--- src/rtl/tmr_pkg.sv ---
package tmr_pkg;

    // width of each count half
    localparam int TW = 8;
    // number of timers in the pair
    localparam int NT = 2;

    typedef enum logic [1:0] {
        MD_13B    = 2'b00,
        MD_16B    = 2'b01,
        MD_RELOAD = 2'b10,
        MD_SPLIT  = 2'b11
    } tmode_e;

    // one configuration nibble, msb first: gate, source, mode
    typedef struct packed {
        logic   gate;
        logic   ext_src;
        tmode_e mode;
    } tcfg_t;

    typedef enum logic [2:0] {
        SEL_LO0  = 3'd0,
        SEL_HI0  = 3'd1,
        SEL_LO1  = 3'd2,
        SEL_HI1  = 3'd3,
        SEL_CFG  = 3'd4,
        SEL_CTRL = 3'd5
    } rsel_e;

    function automatic tcfg_t cfg_of(input logic [7:0] b, input int idx);
        return tcfg_t'(b[idx*4 +: 4]);
    endfunction

    // packs run bits and flags into the control byte layout
    function automatic logic [7:0] ctrl_pack(input logic [1:0] flg, input logic [1:0] run);
        return {flg[1], run[1], flg[0], run[0], 4'b0000};
    endfunction

endpackage

--- src/rtl/tmr_tick.sv ---
module tmr_tick #(
    parameter int PRESC = 12,
    parameter int NCH   = 2
) (
    input  logic           clk,
    input  logic           rst,
    input  logic [NCH-1:0] pin,
    output logic           tick,
    output logic [NCH-1:0] fall
);
    localparam int CW = (PRESC > 1) ? $clog2(PRESC) : 1;
    localparam logic [CW-1:0] C_ONE  = 1;
    localparam logic [CW-1:0] C_LAST = CW'(PRESC - 1);

    logic [CW-1:0] cnt_q;

    always_ff @(posedge clk) begin
        if (rst)                cnt_q <= '0;
        else if (cnt_q == C_LAST) cnt_q <= '0;
        else                    cnt_q <= cnt_q + C_ONE;
    end

    assign tick = (cnt_q == C_LAST);

    // one sample per machine tick; a 1 -> 0 change between samples is an event
    for (genvar i = 0; i < NCH; i++) begin : g_smp
        logic smp_q;
        always_ff @(posedge clk) begin
            if (rst)       smp_q <= 1'b0;
            else if (tick) smp_q <= pin[i];
        end
        assign fall[i] = tick & smp_q & ~pin[i];
    end

endmodule

--- src/rtl/tmr_unit.sv ---
module tmr_unit
    import tmr_pkg::*;
#(
    parameter int DW        = 8,
    parameter int PRE_BITS  = 5,
    parameter bit CAN_SPLIT = 1'b1
) (
    input  logic          clk,
    input  logic          rst,
    input  tmode_e        mode,
    input  logic          inc_a,
    input  logic          inc_b,
    input  logic          wr_lo,
    input  logic          wr_hi,
    input  logic [DW-1:0] wdata,
    output logic [DW-1:0] lo,
    output logic [DW-1:0] hi,
    output logic          ovf_a,
    output logic          ovf_b
);
    localparam logic [DW-1:0]       ONE   = 1;
    localparam logic [2*DW-1:0]     W_ONE = 1;
    localparam logic [PRE_BITS-1:0] P_ONE = 1;

    logic          split, halt, blk_a, go_a, go_b;
    logic [DW-1:0] lo_n, hi_n;

    assign split = CAN_SPLIT && (mode == MD_SPLIT);
    assign halt  = !CAN_SPLIT && (mode == MD_SPLIT);
    assign blk_a = split ? wr_lo : (wr_lo | wr_hi);
    assign go_a  = inc_a & ~blk_a & ~halt;
    assign go_b  = split & inc_b & ~wr_hi;

    always_comb begin
        lo_n  = lo;
        hi_n  = hi;
        ovf_a = 1'b0;
        ovf_b = 1'b0;
        if (go_a) begin
            case (mode)
                MD_13B: begin
                    if (&lo[PRE_BITS-1:0]) begin
                        lo_n[PRE_BITS-1:0] = '0;
                        hi_n  = hi + ONE;
                        ovf_a = &hi;
                    end else begin
                        lo_n[PRE_BITS-1:0] = lo[PRE_BITS-1:0] + P_ONE;
                    end
                end
                MD_16B: begin
                    {hi_n, lo_n} = {hi, lo} + W_ONE;
                    ovf_a = &{hi, lo};
                end
                MD_RELOAD: begin
                    if (&lo) begin
                        lo_n  = hi;
                        ovf_a = 1'b1;
                    end else begin
                        lo_n = lo + ONE;
                    end
                end
                default: begin
                    lo_n  = lo + ONE;
                    ovf_a = &lo;
                end
            endcase
        end
        if (go_b) begin
            hi_n  = hi + ONE;
            ovf_b = &hi;
        end
        if (wr_lo) lo_n = wdata;
        if (wr_hi) hi_n = wdata;
    end

    always_ff @(posedge clk) begin
        if (rst) begin
            lo <= '0;
            hi <= '0;
        end else begin
            lo <= lo_n;
            hi <= hi_n;
        end
    end

endmodule

--- src/rtl/tmr_pair.sv ---
module tmr_pair
    import tmr_pkg::*;
#(
    parameter int PRESC    = 12,
    parameter int PRE_BITS = 5
) (
    input  logic          clk,
    input  logic          rst,
    input  logic          wr_en,
    input  logic [2:0]    wr_sel,
    input  logic [TW-1:0] wr_data,
    input  logic [2:0]    rd_sel,
    output logic [TW-1:0] rd_data,
    input  logic [NT-1:0] ext_cnt,
    input  logic [NT-1:0] ext_gate,
    output logic [NT-1:0] ovf_flag
);
    logic [7:0]    mode_q;
    logic [NT-1:0] tr_q, tf_q;
    logic          tick;
    logic [NT-1:0] fall;
    logic [NT-1:0] inc_a, inc_b, wr_lo, wr_hi, ovf_a, ovf_b, tf_set;
    logic [TW-1:0] lo_v [NT];
    logic [TW-1:0] hi_v [NT];
    logic          t0_split;
    logic          wr_cfg, wr_ctl;

    tmr_tick #(.PRESC(PRESC), .NCH(NT)) tick_i (
        .clk  (clk),
        .rst  (rst),
        .pin  (ext_cnt),
        .tick (tick),
        .fall (fall)
    );

    assign wr_cfg   = wr_en && (wr_sel == SEL_CFG);
    assign wr_ctl   = wr_en && (wr_sel == SEL_CTRL);
    assign t0_split = (cfg_of(mode_q, 0).mode == MD_SPLIT);

    for (genvar i = 0; i < NT; i++) begin : g_tmr
        tcfg_t cfg;
        logic  run, src;
        assign cfg      = cfg_of(mode_q, i);
        assign run      = tr_q[i] & (~cfg.gate | ext_gate[i]);
        assign src      = cfg.ext_src ? fall[i] : tick;
        assign inc_a[i] = run & src;
        assign wr_lo[i] = wr_en && (wr_sel == 3'(2 * i));
        assign wr_hi[i] = wr_en && (wr_sel == 3'(2 * i + 1));

        // only the first timer can split; its upper half runs on the neighbour's run bit
        if (i == 0) begin : g_split
            assign inc_b[i] = tick & tr_q[NT-1];
        end else begin : g_plain
            assign inc_b[i] = 1'b0;
        end

        tmr_unit #(
            .DW       (TW),
            .PRE_BITS (PRE_BITS),
            .CAN_SPLIT(i == 0)
        ) unit_i (
            .clk   (clk),
            .rst   (rst),
            .mode  (cfg.mode),
            .inc_a (inc_a[i]),
            .inc_b (inc_b[i]),
            .wr_lo (wr_lo[i]),
            .wr_hi (wr_hi[i]),
            .wdata (wr_data),
            .lo    (lo_v[i]),
            .hi    (hi_v[i]),
            .ovf_a (ovf_a[i]),
            .ovf_b (ovf_b[i])
        );
    end

    // flag 1 is taken over by the split upper half of timer 0
    assign tf_set[0] = ovf_a[0];
    assign tf_set[1] = t0_split ? ovf_b[0] : ovf_a[1];

    always_ff @(posedge clk) begin
        if (rst) begin
            mode_q <= '0;
            tr_q   <= '0;
            tf_q   <= '0;
        end else begin
            if (wr_cfg) mode_q <= wr_data;
            if (wr_ctl) begin
                tr_q <= {wr_data[6], wr_data[4]};
                tf_q <= {wr_data[7], wr_data[5]};
            end else begin
                tf_q <= tf_q | tf_set;
            end
        end
    end

    always_comb begin
        case (rd_sel)
            SEL_LO0:  rd_data = lo_v[0];
            SEL_HI0:  rd_data = hi_v[0];
            SEL_LO1:  rd_data = lo_v[1];
            SEL_HI1:  rd_data = hi_v[1];
            SEL_CFG:  rd_data = mode_q;
            SEL_CTRL: rd_data = ctrl_pack(tf_q, tr_q);
            default:  rd_data = '0;
        endcase
    end

    assign ovf_flag = tf_q;

endmodule

--- config.mk ---
export PLATFORM = sky130hd
export DESIGN_NAME = tmr_pair
export DESIGN_NICKNAME = d
export VERILOG_FILES = /design/src/rtl/tmr_pkg.sv /design/src/rtl/tmr_tick.sv /design/src/rtl/tmr_unit.sv /design/src/rtl/tmr_pair.sv
export SDC_FILE = /design/constraint.sdc
export NUM_CORES = 1
export LEC_CHECK = 0
export BUFFER_PORTS_ARGS = -buffer_cell sky130_fd_sc_hd__buf_4
export CAP_MARGIN = 20
export CORE_ASPECT_RATIO = 1.75
export CORE_MARGIN = 2
export CORE_UTILIZATION = 35
export DETAILED_ROUTE_END_ITERATION = 6
export PLACE_DENSITY = 0.5
export SYNTH_ARGS = -nofsm -noshare
export SYNTH_HDL_FRONTEND = slang
export SYNTH_HIERARCHICAL = 1
export SYNTH_SLANG_ARGS = --single-unit
--- constraint.sdc ---
create_clock -name clk -period 2.55 [get_ports clk]
set_input_delay 0.51 -clock clk [delete_from_list [all_inputs] [get_ports clk]]
set_output_delay 0.51 -clock clk [all_outputs]
set_load 0.05 [all_outputs]
Yosys cells after proc, flatten, opt, wreduce, memory -nomap -nowiden
Cells that the tools add are included.
Storage, ports and cells
  flip-flop bits (word level): 50
  bits of input ports: 21
  output and inout port bits: 10
  word-level logic and storage cells: 134
Cells by class
  add/subtract/negate cells: 9
  eq/ne operators: 21
  mux-type cells: 36
  bitwise gates (word level): 27
  reductions and logical operators: 29
Operators by type and width (count)
  8-bit 2-to-1 mux: 13
  8-bit case mux with 6 select lines: 1
  16-bit by 1-bit adder with 16-bit output, second input constant: 2
  8-bit by 1-bit adder with 8-bit output, second input constant: 4
  8-bit case mux with 2 select lines: 2
  16-bit AND reduction: 2
  8-bit AND reduction: 4
  5-bit case mux with 3 select lines: 2
  3-bit case mux with 3 select lines: 2
  1-bit bitwise AND: 14
  3-bit by 2-bit equality test with 1-bit output, second input constant: 4
  3-bit equality test, second input constant: 4
  1-bit 2-to-1 mux: 11
  5-bit by 1-bit adder with 5-bit output, second input constant: 2
  5-bit 2-to-1 mux: 2
  5-bit AND reduction: 2
  2-bit equality test, second input constant: 4
  1-bit NOT: 8
  3-bit by 1-bit equality test with 1-bit output, second input constant: 2
  1-bit logical AND: 6
  3-bit logical NOT: 2
  1-bit case mux with 3 select lines: 2
  3-bit AND reduction: 2
  2-bit nonzero test: 3
  other kinds (14): 22

Logic depth before layout (Yosys ltp)
Gate-level depths: netlist of the first run.
  depth in word-level cells: 11
  depth in mapped cells: 11
  depth with buffers taken out: 10

By module
Netlist of the first run, hierarchy kept.
Modules (own cells, without submodules)
  tmr_unit (g_tmr[0].unit_i): times used 1, cells an instance 199, area an instance 1547.7 µm², sequential area each 320.3 µm²
  tmr_unit (g_tmr[1].unit_i): times used 1, cells an instance 164, area an instance 1306.3 µm², sequential area each 320.3 µm²
  tmr_pair: times used 1, cells an instance 105, area an instance 929.6 µm², sequential area each 240.2 µm²
  tmr_tick: times used 1, cells an instance 27, area an instance 259.0 µm², sequential area each 120.1 µm²

Least setup slack after synthesis of the first run
No wires, ideal clock.
  path type: input port to output port
  start point: in rd_sel[0]
  end point: out rd_data[0]
  arrival time: 2.400 ns
  required time: 2.040 ns
  slack: -0.360 ns
  stages on the path: 3
  path buffers: 2
  cells stage by stage: buf_6 -> buf_4 -> o41ai_1
On the way
  longest elaborated chain between the ends: 2
  elaborated cells between the ends (all ways): 7
  those cells by class: eq/ne (5); mux (1); reduce/logical (1)
Ends and longest elaborated chain
  from (decl): RTL line tmr_pair.sv:12  | input logic [2:0] rd_sel,
  3-bit equality test (tied with other cells): RTL line tmr_pair.sv:98  | case (rd_sel)
  8-bit case mux with 6 select lines *: RTL line tmr_pair.sv:98
  to (decl): RTL line tmr_pair.sv:13  | output logic [TW-1:0] rd_data,
Mark *: on every way between the ends. The rest lies on a longest branch, timed or not.

Final worst setup path of the first run
  start point: reg tick_i.cnt_q[1]
  end point: reg g_tmr[0].unit_i.hi[2]
On the way
  elaborated cells between the ends (all ways): 15
  those cells by class: eq/ne (2); mux (3); bitwise (7); reduce/logical (3)
RTL lines
  from (decl): RTL line tmr_tick.sv:15  | logic [CW-1:0] cnt_q;
  from (signal assigned): RTL line tmr_tick.sv:20  | else cnt_q <= cnt_q + C_ONE;
  4-bit equality test *: RTL line tmr_tick.sv:23  | assign tick = (cnt_q == C_LAST);
  net tick: RTL line tmr_pair.sv:20  | logic tick;
  1-bit bitwise AND *: RTL line tmr_pair.sv:52  | assign inc_b[i] = tick & tr_q[NT-1];
  net inc_b[0]: RTL line tmr_pair.sv:22  | logic [NT-1:0] inc_a, inc_b, wr_lo, wr_hi, ovf_a, ovf_b, tf_set;
  1-bit bitwise AND * (2 in series): RTL line tmr_unit.sv:32  | assign go_b = split & inc_b & ~wr_hi;
  4-bit by 1-bit inequality test with 1-bit output (no line) (tied with other cells)
  3-bit AND reduction (no line) / 8-bit 2-to-1 mux (equally long branches)
  to (signal assigned): RTL line tmr_unit.sv:82  | hi <= hi_n;
  to (decl): RTL line tmr_unit.sv:17  | output logic [DW-1:0] hi,
The timed path passes the listed nets; every way through them passes the cells marked *.
A chain may end at the register's enable or synchronous reset.

==> results of run 1 <==
final timing paths:
kind	end	cells past startpoint
max	g_tmr[0].unit_i/hi[2]$_SDFFE_PP0P_	11
min	tick_i/g_smp[1].smp_q$_SDFFE_PP0N_	2
max reg2reg	g_tmr[0].unit_i/hi[2]$_SDFFE_PP0P_	11
min reg2reg	tick_i/g_smp[1].smp_q$_SDFFE_PP0N_	2
area by class of cell:
class	count	share of cell area (%)
Sequential cell	50	20.6
Tap cell	132	3.38
Clock inverter	1	0.615
Inverter	30	2.36
Clock buffer	6	2.85
Timing Repair Buffer	70	11.1
Multi-Input combinational cell	389	59.1
registers in the layout (all words and copies together) (netlist names):
signal              count
g_tmr.unit_i/hi        16
g_tmr.unit_i/lo        16
mode_q                  8
tick_i/cnt_q            4
ovf_flag                2
tick_i/g_smp.smp_q      2
tr_q                    2
stage by stage:
step	std cells	worst slack, ns	utilization [%]	hold WS [ns]
finish	678	0.0860	43.7	0.473
global route	678	-0.0475	43.7	0.497
CTS	677	0.00927	43.2	0.473
detailed placement	670	-0.154	41.5	0.465
global placement	670	-0.139	41.5	0.449
floorplan	492	0.00295	-	0.425
where the power goes:
group	switching (mW)	internal (mW)	leakage, nW
sequential	0.0350	0.802	0.406
clock	0.318	0.486	0.0829
combinational	0.163	0.113	1.34
total	0.516	1.40	1.83
timing repair:
action | in CTS | in global routing
endpoints found under the setup margin | 5 | 22
pin swaps | 0 | 7
resized for setup | 6 | 14
hold buffers | 0 | 0
buffers inserted | 0 | 1
routing by layer:
| metal | share of wire [%] | track usage, % |
|---|---|---|
| met5 | 0 | 0 |
| met4 | 5.0 | 11.9 |
| met3 | 3.1 | 1.99 |
| met2 | 54 | 41.5 |
| met1 | 37 | 24.2 |
critical path, delay by kind of cell, from the launching register on:
| kind | cells | cell delay, ns |
|---|---|---|
| buf+inv | 3 | 0.36 |
| compound gates | 2 | 0.35 |
| flops | 1 | 0.36 |
| simple gates | 5 | 1.18 |
| fa+ha+maj | 1 | 0.15 |
==> results_dict.tcl, run 1 <==
set metrics [dict create \
    grt.total_usage_pct 22.3 \
    synthesis.nets 530 \
    ff2ff_setup_slack_ns 0.09 \
    die_w_um 85.1 \
    coreArea_mm2 0.0112 \
    clockBufferDepth 2 \
    cp_max_fo 6 \
    drtPass1Iterations 4 \
    multi_input_area_mm2 0.00289 \
    grt_pass1_wl_mm 21.8 \
    grt_max_degree 53 \
    startpoint "tick_i/cnt_q[1]$_SDFF_PP0_" \
    vias 4108 \
    vias_per_cell 6.06 \
    clock_skew_ns 0.00294 \
    cts_root_buf "clkbuf_16" \
    rows 51 \
    fin_crit_sh_pct 96.6 \
    timing.fmax_ghz 0.406 \
    wl_mm 13.9 \
    io_pins 31 \
    syn_area_per_cell_um2 8.19 \
    fin_area_mm2 0.00488 \
    final-setup-viol-count 0 \
    start_util_pct 36.1 \
    die-height_um 146 \
    worstPathCellList "ha_4, nand3b_4, buf_4, inv_2, buf_4, and2_1, nand2_1, nand2_1, o22ai_1, or4_1, a31oi_1" \
    numPortBuffers 30 \
    status "finished clean" \
    cp_slowest_cell "or4_1" \
    cp-end-kind "flop" \
    critPathKind "reg2reg" \
    cts_max_level 2 \
    drt_iter0_drc 235 \
    tightestPinTransition_ns 0.614 \
    drt_drc_violations_left 0 \
    hold_violations 0 \
    cts_sinks 50 \
    layout_commonest_cell "buf_4" \
    hold_class "reg2reg" \
    globalRouteOverflowTotal 0 \
    numCtsBuffers 5 \
    die_area_mm2 0.0124 \
    crit_required_ns 2.77 \
    syn_area_mm2 0.00403 \
    routabilityCongestion 0.893 \
    yosysWarnings 6 \
    drive_gt1_share_pct 23.8 \
    slew_headroom_pct 59.0 \
    period_needed_ns 2.46 \
    regArea_mm2 0.00100 \
    critPathArrivalTime_ns 2.68 \
    grt_antenna_before_repair 0 \
    cts_tree "done" \
    startpoint_type "flop" \
    setup_tns_ns 0 \
    peakVddDrop_mv 0.245 \
    nNetsFinal 584 \
    antennaDiodeCount 0 \
    wire_per_inst_um 20.5 \
    slowest_delay_ns 0.51 \
    slew_viol_final 0 \
    drtAntennaViolNets 0 \
    syn_inst 492 \
    fill_cells 1150 \
    worstHoldStart "tick_i/g_smp[1].smp_q$_SDFFE_PP0N_" \
    grt_pass1_vias 4148 \
    rsz0062_at_grt "true" \
    syn_to_final_growth_pct 21.2 \
    max-cap-violations 0 \
    hpwl_mm 10.8 \
    p_leak_nw 1.83 \
    layout_common_cells "buf_4 (68), dfxtp_1 (48), nor2_1 (41)" \
    power_density_mw_per_mm2 393 \
    clk_latency_ns 0.29 \
    placed_cell_area_mm2 0.00463 \
    report.power.total_mw 1.92 \
    clk_pin_slew_ns 0.07 \
    r2r_start "tick_i/cnt_q[1]$_SDFF_PP0_" \
]
No activity file was read; power rests on OpenSTA's default activity.
==> run 2: changes to the inputs <==
Settings changed: ABC_AREA set to 1.
==> results_dict.tcl, run 2 <==
set metrics [dict create \
    status "finished clean" \
    drtAntennaViolNets 0 \
    drt_drc_violations_left 0 \
    worstPathCellList "ha_1, nand3_2, inv_1, nand2_1, inv_1, nand2_1, nor2_1, inv_1, nor4_1, nand3_1, nand2_1, nor2_1, nor2_1" \
    grt_antenna_before_repair 0 \
    grt_pass1_wl_mm 25.0 \
    cts_max_level 2 \
    r2r_end "ovf_flag[1]$_SDFF_PP0_" \
    coreArea_mm2 0.0125 \
    critPathArrivalTime_ns 2.49 \
    numCtsBuffers 5 \
    holdPathStages 1 \
    wire_per_inst_um 16.9 \
    tightestPinTransition_ns 0.518 \
    drt_iter0_drc 220 \
    fill_cells 1393 \
    grt_max_degree 28 \
    globalRouteOverflowTotal 0 \
    grt.total_usage_pct 24.2 \
    io_pins 31 \
    r2r_start "tick_i/cnt_q[0]$_SDFF_PP0_" \
    cp_slowest_cell "dfxtp_1" \
    hpwl_mm 13.0 \
    post_cts_resized 0 \
    grt_pass1_vias 4804 \
    slew_viol_final 0 \
    critPathKind "reg2reg" \
    postCtsSetupBuffers 0 \
    antennaDiodeCount 0 \
    hold_violations 0 \
    rsz0062_at_grt "false" \
    startpoint_type "flop" \
    max-cap-violations 0 \
    yosysWarnings 6 \
    cts_tree "done" \
    crit_buf_inv 3 \
    nNetsFinal 817 \
    reg2regPathDepth 13 \
    drive_gt1_share_pct 15.1 \
    clock_skew_ns 0.00339 \
    clk_latency_ns 0.30 \
    die-height_um 154 \
    met1_length_mm 5.62 \
    final-setup-viol-count 0 \
    drtPass1Iterations 6 \
    rows 54 \
    period_needed_ns 2.25 \
    vias 4803 \
    fin_crit_sh_pct 88.1 \
    crit_required_ns 2.79 \
    setup_tns_ns 0 \
    wl_mm 16.0 \
    die_area_mm2 0.0138 \
    critical-path-top-delay-family "simple AND/OR/NAND/NOR gates" \
    start_util_pct 35.8 \
    numPortBuffers 30 \
    routabilityCongestion 1.00 \
    dp.cells 940 \
    slew_headroom_pct 65.4 \
    p_leak_nw 2.25 \
    top_layer "met4" \
    hold_class "reg2reg" \
    syn_area_per_cell_um2 6.01 \
    die_w_um 89.5 \
    syn_to_final_growth_pct 13.1 \
    cts_sinks 50 \
    cp_max_fo 5 \
    layout_commonest_cell "nand2_1" \
    met2_length_mm 8.84 \
    syn_inst 745 \
    syn_area_mm2 0.00448 \
    top_regs "g_tmr.unit_i/hi: 16 flops, g_tmr.unit_i/lo: 16 flops, mode_q: 8 flops" \
    cp-end-kind "flop" \
    clockBufferDepth 2 \
    wl_met3_um 450 \
    report.power.total_mw 1.92 \
    layout_common_cells "nand2_1 (176), nor2_1 (107), inv_1 (105)" \
    cts_hold_buffers 0 \
    synthesis.nets 783 \
    power_density_mw_per_mm2 378 \
    peakVddDrop_mv 0.242 \
    ff2ff_setup_slack_ns 0.30 \
    final_cells 948 \
    slowest_delay_ns 0.38 \
    vias_per_cell 5.07 \
    timing.fmax_ghz 0.445 \
    cts_root_buf "clkbuf_16" \
    clk_pin_slew_ns 0.08 \
    holdPathEnd "tick_i/cnt_q[0]$_SDFF_PP0_" \
    worstHoldStart "tick_i/cnt_q[0]$_SDFF_PP0_" \
]
-- run 2: cell types whose count changed in the layout (fill, tap and decap cells not counted), moves of 12 or more --
cell / delta
inv_1: +78
inv_2: +12
nand3_1: +50
nand2_1: +138
buf_4: -26
nand3_2: +12
o21ai_0: +13
nand4_1: +19
nor2_1: +66
mux2i_1: -23
-- run 2: final cells by class --
class | count | area [um^2] | share of cell area, %
clock buffers | 5 | 125 | 2.47
clock inverters | 3 | 47.5 | 0.939
inverters | 123 | 482 | 9.51
multi-input cells | 557 | 2890 | 57.0
flip-flops and latches | 50 | 1000 | 19.8
well taps | 168 | 210 | 4.15
repair buffers | 42 | 315 | 6.22
-- run 2: through the flow --
step	util, %	instance area, um^2	hold slack [ns]	setup slack [ns]
6_report	40.5	5070	0.468	0.303
5_1_grt	40.5	5070	0.509	0.0451
4_1_cts	40.5	5070	0.470	0.336
3_5_place_dp	39.1	4890	0.451	0.378
3_3_place_gp	39.1	4890	0.439	0.378
2_1_floorplan	-	4480	0.430	0.659
-- run 2: where the power goes --
group	internal (mW)	leakage, nW	total (mW)	switching [mW]
logic	0.0864	1.76	0.268	0.181
registers	0.798	0.405	0.825	0.0271
clock network	0.472	0.0848	0.823	0.352
total	1.36	2.25	1.92	0.560
-- run 2: routing by layer --
layer  track usage, %  up-vias
li1                 -     2440
met1             23.8     2193
met2             45.4      119
met3             2.63       51
met4             15.3        0
met5                0        -
-- run 2: how the worst max path moves through the flow --
stage / start / endpoint / slack, ns / cells past startpoint
2_1_floorplan: rd_sel[0] / rd_data[1] / 0.66 / 7
3_3_place_gp: rd_sel[1] / rd_data[0] / 0.38 / 7
3_5_place_dp: rd_sel[1] / rd_data[0] / 0.38 / 7
4_1_cts: tick_i/cnt_q[0]$_SDFF_PP0_ / ovf_flag[1]$_SDFF_PP0_ / 0.34 / 13
5_1_grt: tick_i/cnt_q[0]$_SDFF_PP0_ / ovf_flag[1]$_SDFF_PP0_ / 0.05 / 13
6_report: tick_i/cnt_q[0]$_SDFF_PP0_ / ovf_flag[1]$_SDFF_PP0_ / 0.30 / 13
